[src/rtl/tde_pkg.sv]
// Shared definitions for the transmit descriptor ring engine.
// Assumes a 16-bit word-addressed memory; descriptors occupy three words.
package tde_pkg;

    localparam int unsigned WORD_W     = 16;
    localparam int unsigned DESC_WORDS = 3;

    // Offsets of the descriptor words.
    localparam int unsigned OFS_STATUS = 0;
    localparam int unsigned OFS_LEN    = 1;
    localparam int unsigned OFS_PTR    = 2;

    // Status word bit positions shared with software.
    localparam int unsigned BIT_READY = 15;
    localparam int unsigned BIT_WRAP  = 13;
    localparam int unsigned BIT_LAST  = 11;
    localparam int unsigned BIT_CRC   = 10;

    typedef enum logic [3:0] {
        S_IDLE,
        S_RD_ST,
        S_GET_ST,
        S_RD_LEN,
        S_GET_LEN,
        S_RD_PTR,
        S_GET_PTR,
        S_RD_DAT,
        S_EMIT_HI,
        S_EMIT_LO,
        S_WB,
        S_STOPPED
    } tde_state_e;

endpackage

[src/rtl/tde_ring_ptr.sv]
// Descriptor position register for the transmit ring.
// Holds the word address of the current descriptor. Steps by one descriptor
// on each write-back, or returns to the base when the wrap bit is set.
// Assumes the base only changes while the engine is disabled.
module tde_ring_ptr #(
    parameter int unsigned ADDR_W = 16
) (
    input  logic              clk,
    input  logic              rst_n,
    input  logic              en,
    input  logic [ADDR_W-1:0] base,
    input  logic              advance,
    input  logic              wrap,
    output logic [ADDR_W-1:0] desc_addr
);
    import tde_pkg::*;

    localparam logic [ADDR_W-1:0] STEP = ADDR_W'(DESC_WORDS);

    logic [ADDR_W-1:0] pos_q;

    // Park at the base while disabled; otherwise step or wrap on write-back.
    always_ff @(posedge clk) begin
        if (!rst_n) begin
            pos_q <= '0;
        end else if (!en) begin
            pos_q <= base;
        end else if (advance) begin
            pos_q <= wrap ? base : pos_q + STEP;
        end
    end

    assign desc_addr = pos_q;

    // disable parks the position at the base.
    a_r12_park_at_base: assert property (@(posedge clk) disable iff (!rst_n)
        !en |=> (desc_addr == $past(base)));

    // a write-back of a wrap descriptor returns to the base.
    a_r6_wrap_to_base: assert property (@(posedge clk) disable iff (!rst_n)
        (en && advance && wrap) |=> (desc_addr == $past(base)));

    // without wrap, the position moves by exactly one descriptor.
    a_r6_step_one: assert property (@(posedge clk) disable iff (!rst_n)
        (en && advance && !wrap) |=> (desc_addr == $past(desc_addr) + STEP));

endmodule

[src/rtl/tde_stop_evt.sv]
// Sticky graceful-stop-complete event with write-one-to-clear.
// When a set and a clear arrive in the same cycle, the set wins.
module tde_stop_evt (
    input  logic clk,
    input  logic rst_n,
    input  logic set,
    input  logic clr,
    output logic evt
);
    logic evt_q;

    // Set has priority so that a completion is never lost to a clear.
    always_ff @(posedge clk) begin
        if (!rst_n) begin
            evt_q <= 1'b0;
        end else if (set) begin
            evt_q <= 1'b1;
        end else if (clr) begin
            evt_q <= 1'b0;
        end
    end

    assign evt = evt_q;

    // the set wins over a clear in the same cycle.
    a_r11_set_wins: assert property (@(posedge clk) disable iff (!rst_n)
        set |=> evt);

    // a clear alone drops the event.
    a_r11_clear_drops: assert property (@(posedge clk) disable iff (!rst_n)
        (clr && !set) |=> !evt);

    // once raised, the event stays until cleared.
    a_r9_event_sticky: assert property (@(posedge clk) disable iff (!rst_n)
        (evt && !clr) |=> evt);

endmodule

[src/rtl/tde_ctrl.sv]
// Sequencer of the transmit descriptor engine.
// Fetches status, length and pointer words, streams buffer bytes high byte
// first, writes the status back with ready cleared, and then fetches the next
// descriptor. Handles the graceful stop and the disable abort.
// Assumes a memory read latency of exactly one cycle and no stalls.
module tde_ctrl #(
    parameter int unsigned ADDR_W = 16,
    parameter int unsigned LEN_W  = 16
) (
    input  logic                       clk,
    input  logic                       rst_n,
    input  logic                       en,
    input  logic                       activate,
    input  logic                       stop_req,
    input  logic [ADDR_W-1:0]          desc_addr,
    output logic                       advance,
    output logic                       wrap,
    output logic                       stop_hit,
    output logic                       mem_rd,
    output logic                       mem_wr,
    output logic [ADDR_W-1:0]          mem_addr,
    output logic [tde_pkg::WORD_W-1:0] mem_wdata,
    input  logic [tde_pkg::WORD_W-1:0] mem_rdata,
    output logic                       tx_valid,
    output logic [7:0]                 tx_data,
    output logic                       tx_sof,
    output logic                       tx_eof,
    output logic                       tx_crc
);
    import tde_pkg::*;

    localparam logic [LEN_W-1:0]  LEN_ONE = LEN_W'(1);
    localparam logic [ADDR_W-1:0] A_LEN   = ADDR_W'(OFS_LEN);
    localparam logic [ADDR_W-1:0] A_PTR   = ADDR_W'(OFS_PTR);
    localparam logic [ADDR_W-1:0] A_ST    = ADDR_W'(OFS_STATUS);

    tde_state_e        state_q, state_d;
    logic [WORD_W-1:0] status_q;
    logic [LEN_W-1:0]  rem_q;
    logic [ADDR_W-1:0] ptr_q;
    logic [7:0]        lo_byte_q;
    logic              first_q;
    logic              last_byte;

    assign last_byte = (rem_q == LEN_ONE);

    // Next state, memory strobes and stream outputs for the current state.
    always_comb begin
        state_d   = state_q;
        advance   = 1'b0;
        wrap      = 1'b0;
        stop_hit  = 1'b0;
        mem_rd    = 1'b0;
        mem_wr    = 1'b0;
        mem_addr  = desc_addr + A_ST;
        mem_wdata = '0;
        tx_valid  = 1'b0;
        tx_data   = '0;
        tx_sof    = 1'b0;
        tx_eof    = 1'b0;
        tx_crc    = 1'b0;
        unique case (state_q)
            S_IDLE: begin
                if (en && stop_req) begin
                    state_d  = S_STOPPED;
                    stop_hit = 1'b1;
                end else if (en && activate) begin
                    state_d = S_RD_ST;
                end
            end
            S_RD_ST: begin
                mem_rd  = 1'b1;
                state_d = S_GET_ST;
            end
            S_GET_ST: begin
                state_d = mem_rdata[BIT_READY] ? S_RD_LEN : S_IDLE;
            end
            S_RD_LEN: begin
                mem_rd   = 1'b1;
                mem_addr = desc_addr + A_LEN;
                state_d  = S_GET_LEN;
            end
            S_GET_LEN: begin
                state_d = (mem_rdata[LEN_W-1:0] == '0) ? S_WB : S_RD_PTR;
            end
            S_RD_PTR: begin
                mem_rd   = 1'b1;
                mem_addr = desc_addr + A_PTR;
                state_d  = S_GET_PTR;
            end
            S_GET_PTR: begin
                state_d = S_RD_DAT;
            end
            S_RD_DAT: begin
                mem_rd   = 1'b1;
                mem_addr = ptr_q;
                state_d  = S_EMIT_HI;
            end
            S_EMIT_HI: begin
                tx_valid = 1'b1;
                tx_data  = mem_rdata[15:8];
                tx_sof   = first_q;
                tx_eof   = last_byte;
                tx_crc   = status_q[BIT_CRC];
                state_d  = last_byte ? S_WB : S_EMIT_LO;
            end
            S_EMIT_LO: begin
                tx_valid = 1'b1;
                tx_data  = lo_byte_q;
                tx_eof   = last_byte;
                tx_crc   = status_q[BIT_CRC];
                state_d  = last_byte ? S_WB : S_RD_DAT;
            end
            S_WB: begin
                mem_wr    = 1'b1;
                mem_wdata = status_q & ~(WORD_W'(1) << BIT_READY);
                advance   = 1'b1;
                wrap      = status_q[BIT_WRAP];
                if (stop_req) begin
                    state_d  = S_STOPPED;
                    stop_hit = 1'b1;
                end else begin
                    state_d = S_RD_ST;
                end
            end
            S_STOPPED: begin
                if (!stop_req) state_d = S_IDLE;
            end
            default: state_d = S_IDLE;
        endcase
        if (!en) begin
            state_d  = S_IDLE;
            stop_hit = 1'b0;
        end
    end

    // State register; a disable forces idle through state_d.
    always_ff @(posedge clk) begin
        if (!rst_n) state_q <= S_IDLE;
        else        state_q <= state_d;
    end

    // Capture the descriptor fields and track the byte position of the frame.
    always_ff @(posedge clk) begin
        if (!rst_n) begin
            status_q  <= '0;
            rem_q     <= '0;
            ptr_q     <= '0;
            lo_byte_q <= '0;
            first_q   <= 1'b0;
        end else begin
            unique case (state_q)
                S_GET_ST:  status_q <= mem_rdata;
                S_GET_LEN: rem_q    <= mem_rdata[LEN_W-1:0];
                S_GET_PTR: begin
                    ptr_q   <= mem_rdata[ADDR_W-1:0];
                    first_q <= 1'b1;
                end
                S_RD_DAT:  ptr_q <= ptr_q + ADDR_W'(1);
                S_EMIT_HI: begin
                    lo_byte_q <= mem_rdata[7:0];
                    rem_q     <= rem_q - LEN_ONE;
                    first_q   <= 1'b0;
                end
                S_EMIT_LO: rem_q <= rem_q - LEN_ONE;
                default: ;
            endcase
        end
    end

    // frame markers only travel with a valid byte.
    a_r3_marks_with_valid: assert property (@(posedge clk) disable iff (!rst_n)
        (tx_sof || tx_eof) |-> tx_valid);

    // the status write-back never leaves the ready bit set.
    a_r5_wb_clears_ready: assert property (@(posedge clk) disable iff (!rst_n)
        mem_wr |-> !mem_wdata[BIT_READY]);

    // the last byte is followed directly by the write-back.
    a_r5_wb_after_last: assert property (@(posedge clk) disable iff (!rst_n)
        (tx_eof && en) |=> mem_wr);

    // a read and a write never share the memory port.
    a_r5_port_exclusive: assert property (@(posedge clk) disable iff (!rst_n)
        !(mem_rd && mem_wr));

    // once stopped, no descriptor is fetched while the request holds.
    a_r9_no_fetch_after_stop: assert property (@(posedge clk) disable iff (!rst_n)
        (stop_hit && stop_req) |=> !mem_rd);

endmodule

[src/rtl/tx_desc_engine.sv]
// Top level of the transmit descriptor ring engine.
// Connects the sequencer, the ring position register and the stop event.
// Assumes ADDR_W and the length field fit in one 16-bit memory word.
module tx_desc_engine #(
    parameter int unsigned ADDR_W = 16
) (
    input  logic              clk,
    input  logic              rst_n,
    input  logic              en,
    input  logic [ADDR_W-1:0] ring_base,
    input  logic              activate,
    input  logic              stop_req,
    input  logic              evt_clr,
    output logic              stop_done,
    output logic              mem_rd,
    output logic              mem_wr,
    output logic [ADDR_W-1:0] mem_addr,
    output logic [15:0]       mem_wdata,
    input  logic [15:0]       mem_rdata,
    output logic              tx_valid,
    output logic [7:0]        tx_data,
    output logic              tx_sof,
    output logic              tx_eof,
    output logic              tx_crc
);
    localparam int unsigned LEN_W = tde_pkg::WORD_W;

    logic [ADDR_W-1:0] desc_addr;
    logic              advance;
    logic              wrap;
    logic              stop_hit;

    tde_ctrl #(
        .ADDR_W (ADDR_W),
        .LEN_W  (LEN_W)
    ) u_ctrl (
        .clk       (clk),
        .rst_n     (rst_n),
        .en        (en),
        .activate  (activate),
        .stop_req  (stop_req),
        .desc_addr (desc_addr),
        .advance   (advance),
        .wrap      (wrap),
        .stop_hit  (stop_hit),
        .mem_rd    (mem_rd),
        .mem_wr    (mem_wr),
        .mem_addr  (mem_addr),
        .mem_wdata (mem_wdata),
        .mem_rdata (mem_rdata),
        .tx_valid  (tx_valid),
        .tx_data   (tx_data),
        .tx_sof    (tx_sof),
        .tx_eof    (tx_eof),
        .tx_crc    (tx_crc)
    );

    tde_ring_ptr #(
        .ADDR_W (ADDR_W)
    ) u_ring (
        .clk       (clk),
        .rst_n     (rst_n),
        .en        (en),
        .base      (ring_base),
        .advance   (advance),
        .wrap      (wrap),
        .desc_addr (desc_addr)
    );

    tde_stop_evt u_evt (
        .clk   (clk),
        .rst_n (rst_n),
        .set   (stop_hit),
        .clr   (evt_clr),
        .evt   (stop_done)
    );

    // nothing moves while reset is held.
    a_r1_quiet_in_reset: assert property (@(posedge clk)
        !rst_n |=> (!mem_rd && !mem_wr && !tx_valid && !stop_done));

endmodule

[config.mk]
export PLATFORM = sky130hd
export DESIGN_NAME = tx_desc_engine
export DESIGN_NICKNAME = d
export VERILOG_FILES = /design/src/rtl/tde_pkg.sv /design/src/rtl/tde_ring_ptr.sv /design/src/rtl/tde_stop_evt.sv /design/src/rtl/tde_ctrl.sv /design/src/rtl/tx_desc_engine.sv
export SDC_FILE = /design/constraint.sdc
export NUM_CORES = 1
export LEC_CHECK = 0
export ABC_AREA = 1
export BUFFER_PORTS_ARGS = -buffer_cell sky130_fd_sc_hd__buf_2
export CAP_MARGIN = 20
export CORE_ASPECT_RATIO = 0.75
export CORE_MARGIN = 4
export CORE_UTILIZATION = 60
export DETAILED_ROUTE_END_ITERATION = 8
export PLACE_DENSITY = 0.84
export SYNTH_ARGS = -nofsm -noshare
export SYNTH_HDL_FRONTEND = slang
export SYNTH_HIERARCHICAL = 1
export SYNTH_SLANG_ARGS = --single-unit
[constraint.sdc]
create_clock -name clk -period 3 [get_ports clk]
set_input_delay 0.15 -clock clk [delete_from_list [all_inputs] [get_ports clk]]
set_output_delay 0.15 -clock clk [all_outputs]
set_load 0.01 [all_outputs]
==> qor.csv <==
stage,metric,value,unit
logic_synthesis,synth_cells,949,
route,dr.pass1.iters,8,
global_route,grt_use_total,32.4,%
global_route,use_met1,46.6,%
place,dpl_worst_slack,999,ps
finish,antennaDiodeCount,0,
setup_path,r2r_slack,990,ps
logic_synthesis,mappedNetlistNets,993,
setup_path,critPathBufInv,2,
power_and_ir_drop,max-vdd-ir-drop,353,µV
power_and_ir_drop,p_leak,0.00282,µW
finish,finalNetCount,1067,
clock_tree,cts_root_buffer,clkbuf_16,
setup_path,path_common_cell,nor2_1,
finish,area_delta_synth_final,14.7,%
sta,rsz0062_at_grt,no,
min_path,hold_class,input pin to flip-flop,
setup_path,path_depth,8,
sta,tns,0,ps
clock_tree,clock_latency,340,ps
route,num_vias,6545,
clock_tree,cts_setup_buffers,0,
setup_path,cp_slowest_cell,dfxtp_1,
setup_path,crit_type,flip-flop to output port,
run,maxCapViolations,0,
global_route,grt_first_pass_wirelength,28.5,mm
sta,fin_ws,521,ps
floorplanning,die_x,119,µm
clock_tree,cts_resized,0,
clock_tree,numClockSinks,77,
route,routedWlPerCell,15.1,µm
clock_tree,cts_tree,done,
floorplanning,die_area,10900,µm²
route,wirelength,17.5,mm
clock_tree,clkTransAtPathRegs,60,ps
logic_synthesis,ys_ff_latch,77,
logic_synthesis,synth_cell_types,41,
sta,tightest_slew,670,ps
global_route,grt_pass1_vias,5714,
run_status,outcome,finished clean,
logic_synthesis,yosys_warnings,6,
global_route,grt_max_degree,41,
sta,setup_viol,0,
setup_path,r2r_end,u_ring/desc_addr[2],
clock_tree,cts_inserted_buffers,9,
logic_synthesis,synthFlopType,dfxtp_1,
setup_path,setup.worst_path.start,u_ring/desc_addr[1],
floorplanning,dieHeight,91.3,µm
logic_synthesis,ys_seq_area_share,27.8,%
route,via_per_inst,5.66,
setup_path,cp_data_required_time,2850,ps
setup_path,critPathArrivalTime,2330,ps
finish,n_fill_cell,822,
global_route,grt_overflow,0,
place,dp_hpwl,13.0,mm
floorplanning,start_util,61.3,%
power_and_ir_drop,power_density,436,nW/µm²
sta,period_minus_slack,2480,ps
floorplanning,coreArea,9050,µm²
setup_path,worstReg2RegStart,u_ctrl/state_q[0],
global_route,grtUsageMet3,8.84,%
sta,hold_viol_final,0,
place,place.gp.congestion,1.02,
logic_synthesis,avgSynthCellArea,5.84,µm²
floorplanning,io_pins,85,
sta,clock.fmax,403,MHz
setup_path,endpoint,mem_addr[9],
logic_synthesis,syn_area,5550,µm²
global_route,use_met2,47.3,%
setup_path,path_cells,ha_1 > nand3_1 > nor2_1 > inv_1 > nor2_1 > nand2_1 > o211ai_1 > buf_2,
route,ant_nets,0,
floorplanning,rows,30,
global_route,antenna_found_initial,0,
sta,fin_worst_skew,8.02,ps
finish,seqCellArea,1540,µm²
setup_path,reg2reg_depth,8,
finish,final_layout_size_suffix_gt1_share,13.7,%
route,drt_iter0_drc,990,
setup_path,slowest_delay,480,ps
setup_path,setup.worst_path.end_class,output port,
setup_path,crit_path_start_kind,flip-flop,
setup_path,crit_family,simple AND/OR/NAND/NOR gates,
clock_tree,h-tree-depth,3,
route,remaining_drc_errors,0,
logic_synthesis,async_flop_share,0,%
clock_tree,cts_hold_buf,0,
setup_path,crit_fanout,8,
sta,timing.slew.headroom,55.3,%
min_path,hold_depth,4,
finish,multi_input_area,3360,µm²
logic_synthesis,synth-edff-count,0,
global_route,grt_busiest_layer,met2,
clock_tree,cts_max_path_buffers,2,
sta,drv_slew,0,
place,io_buffers,83,
sta,period_share,82.6,%
how the worst min path moves through the flow:
stage               startpoint   endpoint  slack [ps]
floorplan                rst_n  u_evt/evt         270
global placement       evt_clr  u_evt/evt         410
detailed placement     evt_clr  u_evt/evt         420
CTS                    evt_clr  u_evt/evt          60
global route           evt_clr  u_evt/evt          80
finish                 evt_clr  u_evt/evt          70
synthesized netlist by cell type (4+ instances only):
cell type | number | area share (%)
dfxtp_1 | 77 | 28
o211ai_1 | 10 | 1.4
nand2_2 | 4 | 0.45
nand3b_1 | 6 | 0.81
inv_1 | 109 | 7.4
nand3_1 | 60 | 5.4
buf_2 | 13 | 1.2
nand4_1 | 23 | 2.6
a31oi_1 | 4 | 0.45
nor2_2 | 4 | 0.45
o21ai_1 | 11 | 0.99
a21oi_1 | 75 | 6.8
o21bai_1 | 4 | 0.54
ha_1 | 6 | 1.4
o21ai_0 | 95 | 8.6
nor2_1 | 142 | 9.6
nor3_1 | 7 | 0.63
nor2_4 | 5 | 1.0
nand2_1 | 229 | 16
inv_2 | 13 | 0.88
clkbuf_1 | 10 | 0.68
buf_4 | 8 | 1.1
o22ai_1 | 4 | 0.45
registers in the layout (all words and copies together) (netlist names):
| name | cells |
|---|---|
| u_ring/desc_addr | 16 |
| u_ctrl/ptr_q | 16 |
| u_ctrl/state_q | 4 |
| u_ctrl/lo_byte_q | 8 |
| u_ctrl/first_q | 1 |
| u_evt/evt | 1 |
| u_ctrl/status_q | 15 |
| u_ctrl/rem_q | 16 |
per-layer routing:
| metal | vias up | wire [µm] |
|---|---|---|
| met1 | 2867 | 7590 |
| met3 | 35 | 2190 |
| met2 | 395 | 7340 |
| li1 | 3248 | - |
| met4 | 0 | 359 |
| met5 | - | 0 |
through the flow:
step,util (%),cells,instance area (µm²),hold slack (ps),power [µW]
global route,70.3,1156,6360,75.5,2890
global placement,66.7,1140,6040,412,1580
finish,70.3,1156,6360,68.1,2770
floorplan,-,949,5550,272,1440
CTS,70.3,1156,6360,60.0,2770
detailed placement,66.7,1140,6040,419,1580
cells by family after synthesis:
family / share of synthesized area [%]
fa+ha+maj: 1.35
flops: 27.8
other cells: 0.0676
buf+inv: 11.6
simple gates: 36.9
xor+xnor: 0.474
compound gates: 21.8
placed cells by master, fill, tap and decap left out, types with 5 or more instances in the layout:
master     instances
nor2_4             5
o211ai_1          10
nor3_1             7
nand3_1           60
buf_4             12
ha_1               6
a21oi_1           75
buf_2             83
dfxtp_1           77
inv_1            109
o21ai_0           95
o21ai_1           11
nand2_1          229
nand3b_1           6
nand4_1           23
inv_2             13
nor2_1           142
clkbuf_16          9
worst register-to-register path, delay by kind of cell, from the launching register on:
family | cells | cell delay [ps]
compound gates | 3 | 450
flops | 1 | 460
simple gates | 4 | 770
buf+inv | 1 | 240
cell type report:
| type | instances | share of cell area, % |
|---|---|---|
| Timing Repair Buffer | 95 | 7.94 |
| Multi-Input combinational cell | 715 | 52.8 |
| Inverter | 125 | 7.37 |
| Sequential cell | 77 | 24.2 |
| Clock buffer | 10 | 3.76 |
| Tap cell | 128 | 2.52 |
| Clock inverter | 6 | 1.36 |
power breakdown:
group | switching, µW | internal [µW]
registers | 61.9 | 1070
clock network | 443 | 750
logic | 293 | 157
total | 797 | 1970
Power figures use the tool's default switching activity.
